--- src/rtl/sar_pkg.sv ---
package sar_pkg;

  typedef enum logic [1:0] {
    ST_OFF  = 2'd0,
    ST_STAB = 2'd1,
    ST_IDLE = 2'd2,
    ST_BUSY = 2'd3
  } seq_st_e;

  localparam int SYNC_TICKS = 1;
  localparam int SAMP_TICKS = 3;

endpackage

--- src/rtl/sar_clkdiv.sv ---
module sar_clkdiv #(
  parameter int DIVW    = 5,
  parameter int DIV_MIN = 2,
  parameter int DIV_MAX = 18
) (
  input  logic            clk,
  input  logic            rst_n,
  input  logic            run,
  input  logic [DIVW-1:0] div_sel,
  output logic            tick
);

  logic [DIVW-1:0] cnt_q, cnt_d, div_m1;

  always_comb begin
    if (div_sel < DIVW'(DIV_MIN))
      div_m1 = DIVW'(DIV_MIN - 1);
    else if (div_sel > DIVW'(DIV_MAX))
      div_m1 = DIVW'(DIV_MAX - 1);
    else
      div_m1 = div_sel - 1'b1;
    tick = run && (cnt_q >= div_m1);
    if (!run || tick)
      cnt_d = '0;
    else
      cnt_d = cnt_q + 1'b1;
  end

  always_ff @(posedge clk or negedge rst_n) begin
    if (!rst_n) cnt_q <= '0;
    else        cnt_q <= cnt_d;
  end

  AST_TICK_SPACED: assert property (@(posedge clk) disable iff (!rst_n)
    tick |=> !tick);

endmodule

--- src/rtl/sar_ctrl.sv ---
module sar_ctrl
  import sar_pkg::*;
#(
  parameter int RES   = 10,
  parameter int CHW   = 4,
  parameter int STABW = 8
) (
  input  logic             clk,
  input  logic             rst_n,
  input  logic             en,
  input  logic             tick,
  input  logic             start_evt,
  input  logic             cont,
  input  logic             scan,
  input  logic             bufm,
  input  logic [CHW-1:0]   chan_sel,
  input  logic [CHW-1:0]   last_chan,
  input  logic [STABW-1:0] stab_ticks,
  input  logic             cmp_in,
  output logic [RES-1:0]   dac_code,
  output logic             sample,
  output logic [CHW-1:0]   mux_ch,
  output logic             done,
  output logic [RES-1:0]   done_val,
  output logic [CHW-1:0]   done_slot,
  output logic             done_eoc
);

  localparam int NPH   = SYNC_TICKS + SAMP_TICKS + RES;
  localparam int PHW   = $clog2(NPH);
  localparam logic [PHW-1:0] PH_SAMP0 = PHW'(SYNC_TICKS);
  localparam logic [PHW-1:0] PH_CONV0 = PHW'(SYNC_TICKS + SAMP_TICKS);
  localparam logic [PHW-1:0] PH_LAST  = PHW'(NPH - 1);
  localparam logic [PHW-1:0] MSB_POS  = PHW'(RES - 1);

  seq_st_e          st_q, st_d;
  logic [PHW-1:0]   ph_q, ph_d;
  logic [RES-1:0]   sar_q, sar_d;
  logic [CHW-1:0]   slot_q, slot_d;
  logic [STABW-1:0] stab_q, stab_d;
  logic             pend_q, pend_d;

  logic             conv_ph, slot_last, restart;
  logic [PHW-1:0]   step;
  logic [RES-1:0]   mask, trial;

  // datapath decode
  always_comb begin
    conv_ph   = (st_q == ST_BUSY) && (ph_q >= PH_CONV0);
    step      = ph_q - PH_CONV0;
    mask      = conv_ph ? (RES'(1) << (MSB_POS - step)) : '0;
    trial     = sar_q | mask;
    dac_code  = conv_ph ? trial : '0;
    sample    = (st_q == ST_BUSY) && (ph_q >= PH_SAMP0) && (ph_q < PH_CONV0);
    mux_ch    = scan ? slot_q : chan_sel;
    slot_last = (slot_q == last_chan);
    restart   = cont || (scan && !slot_last);
    done      = en && (st_q == ST_BUSY) && tick && (ph_q == PH_LAST);
    done_val  = cmp_in ? trial : sar_q;
    done_slot = slot_q;
    done_eoc  = !scan || slot_last;
  end

  // next state
  always_comb begin
    st_d   = st_q;
    ph_d   = ph_q;
    sar_d  = sar_q;
    slot_d = slot_q;
    stab_d = stab_q;
    pend_d = 1'b0;
    if (!en) begin
      st_d   = ST_OFF;
      ph_d   = '0;
      sar_d  = '0;
      slot_d = '0;
      stab_d = '0;
    end else begin
      case (st_q)
        ST_OFF: begin
          st_d   = ST_STAB;
          stab_d = '0;
        end
        ST_STAB: begin
          if (tick) begin
            if (({1'b0, stab_q} + 1'b1) >= {1'b0, stab_ticks})
              st_d = ST_IDLE;
            else
              stab_d = stab_q + 1'b1;
          end
        end
        ST_IDLE: begin
          pend_d = pend_q | start_evt;
          if (tick && pend_q) begin
            st_d   = ST_BUSY;
            ph_d   = '0;
            sar_d  = '0;
            pend_d = 1'b0;
            if (scan) slot_d = '0;
          end
        end
        ST_BUSY: begin
          if (tick) begin
            if (conv_ph && cmp_in) sar_d = trial;
            if (ph_q == PH_LAST) begin
              if (scan || bufm)
                slot_d = slot_last ? '0 : slot_q + 1'b1;
              if (restart) begin
                ph_d  = '0;
                sar_d = '0;
              end else begin
                st_d = ST_IDLE;
              end
            end else begin
              ph_d = ph_q + 1'b1;
            end
          end
        end
        default: st_d = ST_OFF;
      endcase
    end
  end

  always_ff @(posedge clk or negedge rst_n) begin
    if (!rst_n) begin
      st_q   <= ST_OFF;
      ph_q   <= '0;
      sar_q  <= '0;
      slot_q <= '0;
      stab_q <= '0;
      pend_q <= 1'b0;
    end else begin
      st_q   <= st_d;
      ph_q   <= ph_d;
      sar_q  <= sar_d;
      slot_q <= slot_d;
      stab_q <= stab_d;
      pend_q <= pend_d;
    end
  end

  AST_STAB_NO_CONV: assert property (@(posedge clk) disable iff (!rst_n)
    (st_q == ST_STAB) |=> (st_q != ST_BUSY));
  AST_SAMPLE_NO_DAC: assert property (@(posedge clk) disable iff (!rst_n)
    sample |-> (dac_code == '0));
  AST_PHASE_STEP: assert property (@(posedge clk) disable iff (!rst_n)
    (en && (st_q == ST_BUSY) && tick && (ph_q != PH_LAST)) |=> (ph_q == $past(ph_q) + 1'b1));

endmodule

--- src/rtl/sar_store.sv ---
module sar_store #(
  parameter int RES  = 10,
  parameter int NCH  = 16,
  parameter int CHW  = 4,
  parameter int WORD = 16
) (
  input  logic            clk,
  input  logic            rst_n,
  input  logic            done,
  input  logic [RES-1:0]  done_val,
  input  logic [CHW-1:0]  done_slot,
  input  logic            done_eoc,
  input  logic            bufm,
  input  logic            align_left,
  input  logic            eoc_clr,
  input  logic            ovr_clr,
  input  logic            awd_clr,
  input  logic [RES-1:0]  thr_hi,
  input  logic [RES-1:0]  thr_lo,
  input  logic [CHW-1:0]  buf_idx,
  input  logic            buf_rd_hi,
  output logic [WORD-1:0] data_word,
  output logic [WORD-1:0] buf_word,
  output logic [NCH-1:0]  buf_valid,
  output logic            eoc,
  output logic            ovr,
  output logic            awd
);

  localparam int PAD = WORD - RES;

  function automatic logic [WORD-1:0] place(input logic [RES-1:0] v, input logic left);
    place = left ? {v, {PAD{1'b0}}} : {{PAD{1'b0}}, v};
  endfunction

  logic [RES-1:0] last_q, last_d;
  logic [RES-1:0] slot_q [NCH];
  logic [NCH-1:0] valid_q, valid_d;
  logic           eoc_q, eoc_d, ovr_q, ovr_d, awd_q, awd_d;
  logic           wr_buf, out_win;

  always_comb begin
    wr_buf  = done && bufm;
    out_win = (done_val > thr_hi) || (done_val < thr_lo);
    last_d  = done ? done_val : last_q;
    valid_d = valid_q;
    if (buf_rd_hi) valid_d[buf_idx]   = 1'b0;
    if (wr_buf)    valid_d[done_slot] = 1'b1;
    eoc_d = (done && done_eoc) || (eoc_q && !eoc_clr);
    ovr_d = (wr_buf && valid_q[done_slot]) || (ovr_q && !ovr_clr);
    awd_d = (done && out_win) || (awd_q && !awd_clr);
  end

  always_ff @(posedge clk or negedge rst_n) begin
    if (!rst_n) begin
      last_q  <= '0;
      valid_q <= '0;
      eoc_q   <= 1'b0;
      ovr_q   <= 1'b0;
      awd_q   <= 1'b0;
    end else begin
      last_q  <= last_d;
      valid_q <= valid_d;
      eoc_q   <= eoc_d;
      ovr_q   <= ovr_d;
      awd_q   <= awd_d;
    end
  end

  for (genvar i = 0; i < NCH; i++) begin : g_slot
    always_ff @(posedge clk or negedge rst_n) begin
      if (!rst_n)
        slot_q[i] <= '0;
      else if (wr_buf && (done_slot == CHW'(i)))
        slot_q[i] <= done_val;
    end
  end

  assign data_word = place(last_q, align_left);
  assign buf_word  = place(slot_q[buf_idx], align_left);
  assign buf_valid = valid_q;
  assign eoc       = eoc_q;
  assign ovr       = ovr_q;
  assign awd       = awd_q;

  AST_EOC_HOLD: assert property (@(posedge clk) disable iff (!rst_n)
    (eoc && !eoc_clr) |=> eoc);
  AST_OVR_HOLD: assert property (@(posedge clk) disable iff (!rst_n)
    (ovr && !ovr_clr) |=> ovr);
  AST_VALID_SET: assert property (@(posedge clk) disable iff (!rst_n)
    (done && bufm) |=> buf_valid[$past(done_slot)]);
  AST_AWD_HOLD: assert property (@(posedge clk) disable iff (!rst_n)
    (awd && !awd_clr) |=> awd);

endmodule

--- src/rtl/sar_seq_top.sv ---
module sar_seq_top #(
  parameter int RES   = 10,
  parameter int NCH   = 16,
  parameter int CHW   = $clog2(NCH),
  parameter int DIVW  = 5,
  parameter int STABW = 8,
  parameter int WORD  = 16
) (
  input  logic             clk,
  input  logic             rst_n,
  input  logic             adc_en,
  input  logic [DIVW-1:0]  div_sel,
  input  logic [STABW-1:0] stab_ticks,
  input  logic             mode_cont,
  input  logic             mode_scan,
  input  logic             mode_buf,
  input  logic [CHW-1:0]   chan_sel,
  input  logic [CHW-1:0]   last_chan,
  input  logic             align_left,
  input  logic             sw_start,
  input  logic             tmr_trig,
  input  logic             tmr_en,
  input  logic             ext_trig,
  input  logic             ext_en,
  input  logic             eoc_clr,
  input  logic             ovr_clr,
  input  logic             awd_clr,
  input  logic             eoc_ie,
  input  logic             awd_ie,
  input  logic [RES-1:0]   thr_hi,
  input  logic [RES-1:0]   thr_lo,
  input  logic [CHW-1:0]   buf_idx,
  input  logic             buf_rd_hi,
  input  logic             cmp_in,
  output logic [RES-1:0]   dac_code,
  output logic             sample_o,
  output logic [CHW-1:0]   mux_ch,
  output logic [WORD-1:0]  data_word,
  output logic [WORD-1:0]  buf_word,
  output logic [NCH-1:0]   buf_valid,
  output logic             eoc,
  output logic             ovr,
  output logic             awd,
  output logic             irq
);

  logic           tick, start_evt, ext_q;
  logic           done, done_eoc;
  logic [RES-1:0] done_val;
  logic [CHW-1:0] done_slot;

  always_ff @(posedge clk or negedge rst_n) begin
    if (!rst_n) ext_q <= 1'b0;
    else        ext_q <= ext_trig;
  end

  assign start_evt = sw_start || (tmr_en && tmr_trig) || (ext_en && ext_trig && !ext_q);
  assign irq       = (eoc && eoc_ie) || (awd && awd_ie);

  sar_clkdiv #(.DIVW(DIVW)) u_div (
    .clk     (clk),
    .rst_n   (rst_n),
    .run     (adc_en),
    .div_sel (div_sel),
    .tick    (tick)
  );

  sar_ctrl #(.RES(RES), .CHW(CHW), .STABW(STABW)) u_ctrl (
    .clk        (clk),
    .rst_n      (rst_n),
    .en         (adc_en),
    .tick       (tick),
    .start_evt  (start_evt),
    .cont       (mode_cont),
    .scan       (mode_scan),
    .bufm       (mode_buf),
    .chan_sel   (chan_sel),
    .last_chan  (last_chan),
    .stab_ticks (stab_ticks),
    .cmp_in     (cmp_in),
    .dac_code   (dac_code),
    .sample     (sample_o),
    .mux_ch     (mux_ch),
    .done       (done),
    .done_val   (done_val),
    .done_slot  (done_slot),
    .done_eoc   (done_eoc)
  );

  sar_store #(.RES(RES), .NCH(NCH), .CHW(CHW), .WORD(WORD)) u_store (
    .clk        (clk),
    .rst_n      (rst_n),
    .done       (done),
    .done_val   (done_val),
    .done_slot  (done_slot),
    .done_eoc   (done_eoc),
    .bufm       (mode_buf),
    .align_left (align_left),
    .eoc_clr    (eoc_clr),
    .ovr_clr    (ovr_clr),
    .awd_clr    (awd_clr),
    .thr_hi     (thr_hi),
    .thr_lo     (thr_lo),
    .buf_idx    (buf_idx),
    .buf_rd_hi  (buf_rd_hi),
    .data_word  (data_word),
    .buf_word   (buf_word),
    .buf_valid  (buf_valid),
    .eoc        (eoc),
    .ovr        (ovr),
    .awd        (awd)
  );

endmodule

--- config.mk ---
export PLATFORM = sky130hd
export DESIGN_NAME = sar_seq_top
export DESIGN_NICKNAME = d
export VERILOG_FILES = /design/src/rtl/sar_pkg.sv /design/src/rtl/sar_clkdiv.sv /design/src/rtl/sar_ctrl.sv /design/src/rtl/sar_store.sv /design/src/rtl/sar_seq_top.sv
export SDC_FILE = /design/constraint.sdc
export NUM_CORES = 1
export LEC_CHECK = 0
export BUFFER_PORTS_ARGS = -buffer_cell sky130_fd_sc_hd__buf_2
export CORE_ASPECT_RATIO = 2
export CORE_MARGIN = 1
export CORE_UTILIZATION = 39
export DETAILED_ROUTE_END_ITERATION = 10
export PLACE_DENSITY_LB_ADDON = 0.08
export SLEW_MARGIN = 20
export SYNTH_ARGS = -nofsm -noshare
export SYNTH_HDL_FRONTEND = slang
export SYNTH_SLANG_ARGS = --single-unit
--- constraint.sdc ---
create_clock -name clk -period 6.1 [get_ports clk]
set_clock_uncertainty 0.2 [all_clocks]
set_input_delay 0.305 -clock clk [delete_from_list [all_inputs] [get_ports clk]]
set_output_delay 0.305 -clock clk [all_outputs]
set_load 0.05 [all_outputs]
==> impl_summary.md <==
Floorplanning
The top-level port count is 131. The initial core utilization is 39.8%. The die covers 0.0316 mm². Row generation in the floorplan step produced 90 rows.

The height of the die is 250 µm. The die width is 126 µm. The core area is 0.0302 mm².

Placed design
The post-detailed-placement half-perimeter wirelength is 24,100 µm. The total of buffers placed on input and output ports is 130. OpenSTA, run right after detailed placement, puts the worst setup slack at 1.68 ns. The congestion estimate from routability-driven global placement came to 0.790.

Run
Max-cap violations in this run came to 0.

Logic synthesis
The distinct cell type count after synthesis is 74. For this run, the leading register cell type out of synthesis is sky130_fd_sc_hd__dfrtp_1. In the synthesized netlist, the number of instances is 944. The post-synthesis instance area is 0.0120 mm². After synthesis, the share of flip-flops with an asynchronous set or reset is 100%. The mean cell area of the mapped netlist is 12.7 µm². The Yosys step of the flow raised 0 warnings. The flop and latch count out of synthesis is 224. Counting flops with a built-in enable in the synthesized netlist gives 0. The net count after synthesis is 1,049. The share of the Yosys chip area taken by registers is 46.7%.

Global route
The initial antenna violation count is 0. The first global-routing pass estimated 52,400 µm of wire. In the global route stage, overall resource usage came out at 22.3%.

The overflow left after global routing is 0. The largest net degree at the start of global routing is 174. The via count of the first global-routing pass is 8,525.

Hold path
The startpoint of the tightest hold check path is buf_rd_hi. The classification of the worst-slack hold path is primary input to flop.

Timing
Setup repair after global routing left no endpoint under its margin. For the pin with the worst max-slew slack, the measured transition is 1.09 ns. After routing, the total negative slack on setup checks comes to 0 ns. The final count of negative-setup-slack endpoints is 0. Once routing completed, OpenROAD measured the worst setup slack at 2.22 ns. Derived from the worst setup path, the maximum achievable clock frequency is 258 MHz. Measured against its own limit, the worst slew margin works out to 27.0%. The fraction of the cycle the final worst path needs is 63.6%. The count of final max-slew check failures was 0. The number of hold violations in the final report is 0. The final period demand of the worst path is 3.88 ns.

Power
The leakage power is 0.00695 µW. The total power density per cell area is 221 mW/mm². The sum of internal, switching and leakage power is 3040 µW. VDD sags by at most 0.000194 V.

Cells and area
The library cells used most frequently in the layout, excluding fill and tap cells, are sky130_fd_sc_hd__dfrtp_1, sky130_fd_sc_hd__mux2_2, sky130_fd_sc_hd__buf_2. The proportion of layout cells with a drive suffix above 1 is 36.5%. The number of antenna diodes in the final layout is 0. Registers take 0.00561 mm². The number of nets at the end of the flow is 1,169.

Compared with the post-synthesis result, the final layout area differs by 14.5%. The most frequent standard cell in the layout excluding fill and tap cells is sky130_fd_sc_hd__dfrtp_1. Fill cells in the final layout number 2,839. The area occupied by multi-input gates is 0.00596 mm².

Worst setup path
The start-to-end type of the worst setup path is primary input to flop. The startpoint identified for the worst register-to-register timing path is u_ctrl.st_q[1]. The data arrival time at the worst-slack endpoint is 4.08 ns. The largest fanout of any net on the critical path is 11.

The launching instance or port of the critical path is div_sel[4]. STA classifies the critical path endpoint as a flop. The required time at the worst-slack endpoint is 6.30 ns. STA classifies the critical path startpoint as a primary input.

Drt
After the first detailed-routing iteration, the DRC count stood at 371. Detailed routing inserted a total of 8,144 vias. The post-route antenna net violation count is 0. The first TritonRoute pass finished after 4 iterations. In the final routed layout, each cell accounts on average for 23.5 µm. The number of vias per cell after detailed routing is 5.63. The DRC violation count after routing is 0. The wire length reported by the detailed router is 34,000 µm.

CTS
In this run the clock root is driven by a sky130_fd_sc_hd__clkbuf_16. The number of instances resized during post-cts repair is 0. TritonCTS created 23 clock buffers. The post-CTS clock slew at the launch and capture registers of the worst setup and hold paths is 0.07 ns. The later-pin clock latency in the skew report is 0.53 ns.

The clock tree from TritonCTS is yes. In this run the number of H-tree levels came out at 1. No sink is reached through more buffers than the 3 on the longest clock path. The TritonCTS sink count is 224.

Status
The flow ran to the end, and the final reports show no timing, DRC or antenna violations.
worst paths after layout:
path,slack [ns],depth (start not counted),endpoint
max,2.22,12,u_store.slot_q[109]
min,0.02,4,u_store.buf_valid[7]
max reg2reg,2.27,9,u_store.awd
min reg2reg,0.28,1,u_store.slot_q[101]
max in group asynchronous,4.26,3,u_store.slot_q[5]
min in group asynchronous,0.09,2,u_store.awd
cell usage after synthesis, types with 4 or more instances:
master / number / area, µm²
sky130_fd_sc_hd__dfrtp_1: 224 / 5610
sky130_fd_sc_hd__mux2_2: 132 / 1490
sky130_fd_sc_hd__mux4_2: 55 / 1240
sky130_fd_sc_hd__nand2_1: 43 / 161
sky130_fd_sc_hd__mux2_1: 42 / 473
sky130_fd_sc_hd__nor2_1: 42 / 158
sky130_fd_sc_hd__ha_1: 41 / 513
sky130_fd_sc_hd__inv_1: 40 / 150
sky130_fd_sc_hd__o21ai_0: 32 / 160
sky130_fd_sc_hd__buf_2: 23 / 115
sky130_fd_sc_hd__nor2b_1: 21 / 131
sky130_fd_sc_hd__clkbuf_1: 20 / 75.1
sky130_fd_sc_hd__a21o_1: 16 / 120
sky130_fd_sc_hd__a21oi_1: 16 / 80.1
sky130_fd_sc_hd__nand2b_1: 15 / 93.8
sky130_fd_sc_hd__nand3_1: 15 / 75.1
sky130_fd_sc_hd__and2_1: 12 / 75.1
sky130_fd_sc_hd__a32o_1: 10 / 100
sky130_fd_sc_hd__xor2_1: 8 / 70.1
sky130_fd_sc_hd__buf_4: 7 / 52.6
sky130_fd_sc_hd__nor3_2: 7 / 70.1
sky130_fd_sc_hd__nor3_1: 6 / 30.0
sky130_fd_sc_hd__o211ai_1: 6 / 45.0
sky130_fd_sc_hd__a22o_1: 5 / 43.8
sky130_fd_sc_hd__and3_1: 5 / 31.3
sky130_fd_sc_hd__and4_1: 5 / 43.8
sky130_fd_sc_hd__buf_1: 5 / 18.8
sky130_fd_sc_hd__nor3b_1: 5 / 37.5
sky130_fd_sc_hd__nand3b_1: 4 / 30.0
sky130_fd_sc_hd__nand4_1: 4 / 25.0
sky130_fd_sc_hd__nor2_4: 4 / 45.0
sky130_fd_sc_hd__o21a_1: 4 / 30.0
sky130_fd_sc_hd__xnor2_1: 4 / 35.0
flip-flops by register name, summed over array words and instances (netlist names), 2 cells and up:
name and count:
u_ctrl.ph_q 4, u_div.cnt_q 5, u_store.last_q 10, u_ctrl.sar_q 10, u_store.buf_valid 16, u_ctrl.stab_q 8
u_store.slot_q 160, u_ctrl.done_slot 4, u_ctrl.st_q 2
metrics by stage:
stage                     std cells  hold WS, ns  utilization (%)  area (µm²)
after floorplan                 944       -0.191                -       12000
after global placement         1399       0.0560             43.0       13000
after detailed placement       1399       0.0444             43.0       13000
after CTS                      1447      0.00424             45.5       13700
after global routing           1447       0.0344             45.6       13800
final                          1447       0.0245             45.6       13800
cell type report:
class | count | area share [%]
Clock inverter | 8 | 0.528
Sequential cell | 224 | 40.8
Clock buffer | 32 | 4.58
Tap cell | 368 | 3.35
Timing Repair Buffer | 154 | 6.35
Inverter | 40 | 1.09
Multi-Input combinational cell | 621 | 43.3
routing by layer:
layer | part of all wire (%) | up-vias | global-route usage (%)
li1 | - | 3707 | -
met1 | 37 | 4198 | 24.3
met2 | 57 | 179 | 43.1
met3 | 2.8 | 60 | 2.24
met4 | 3.8 | 0 | 9.09
met5 | 0 | - | 0
critical path, cell delays in order:
cell	delay (ns)
sky130_fd_sc_hd__buf_2	0.17
sky130_fd_sc_hd__nor2b_1	0.19
sky130_fd_sc_hd__o21a_1	0.12
sky130_fd_sc_hd__nor2_1	0.04
sky130_fd_sc_hd__nor3b_1	0.17
sky130_fd_sc_hd__nor2_1	0.07
sky130_fd_sc_hd__ha_1	0.28
sky130_fd_sc_hd__o211ai_1	0.10
sky130_fd_sc_hd__o21ai_1	0.36
sky130_fd_sc_hd__nand4_1	0.71
sky130_fd_sc_hd__nor3_2	1.12
sky130_fd_sc_hd__mux2_2	0.42
what timing repair did:
| action | in CTS | in global routing |
|---|---|---|
| hold endpoints to repair | 62 | 0 |
| hold buffers | 8 | 0 |
| setup buffers | 0 | 0 |
logic make-up after synthesis:
| family | Yosys count | synth area share [%] |
|---|---|---|
| AO/OA/AOI/OAI | 126 | 7.55 |
| XOR/XNOR | 13 | 1.01 |
| adder cells (fa/ha/maj) | 41 | 4.27 |
| buffers and inverters | 99 | 3.83 |
| flip-flops | 224 | 46.7 |
| multiplexers | 231 | 26.8 |
| AND/OR/NAND/NOR | 210 | 9.90 |
power by group:
part	switching (µW)	leakage, µW	internal [µW]	total [µW]
Sequential	6.47	0.00312	1490	1500
Combinational	116	0.00348	62.7	178
Clock	600	0.000348	764	1360
No activity file was read; power rests on OpenSTA's default activity.
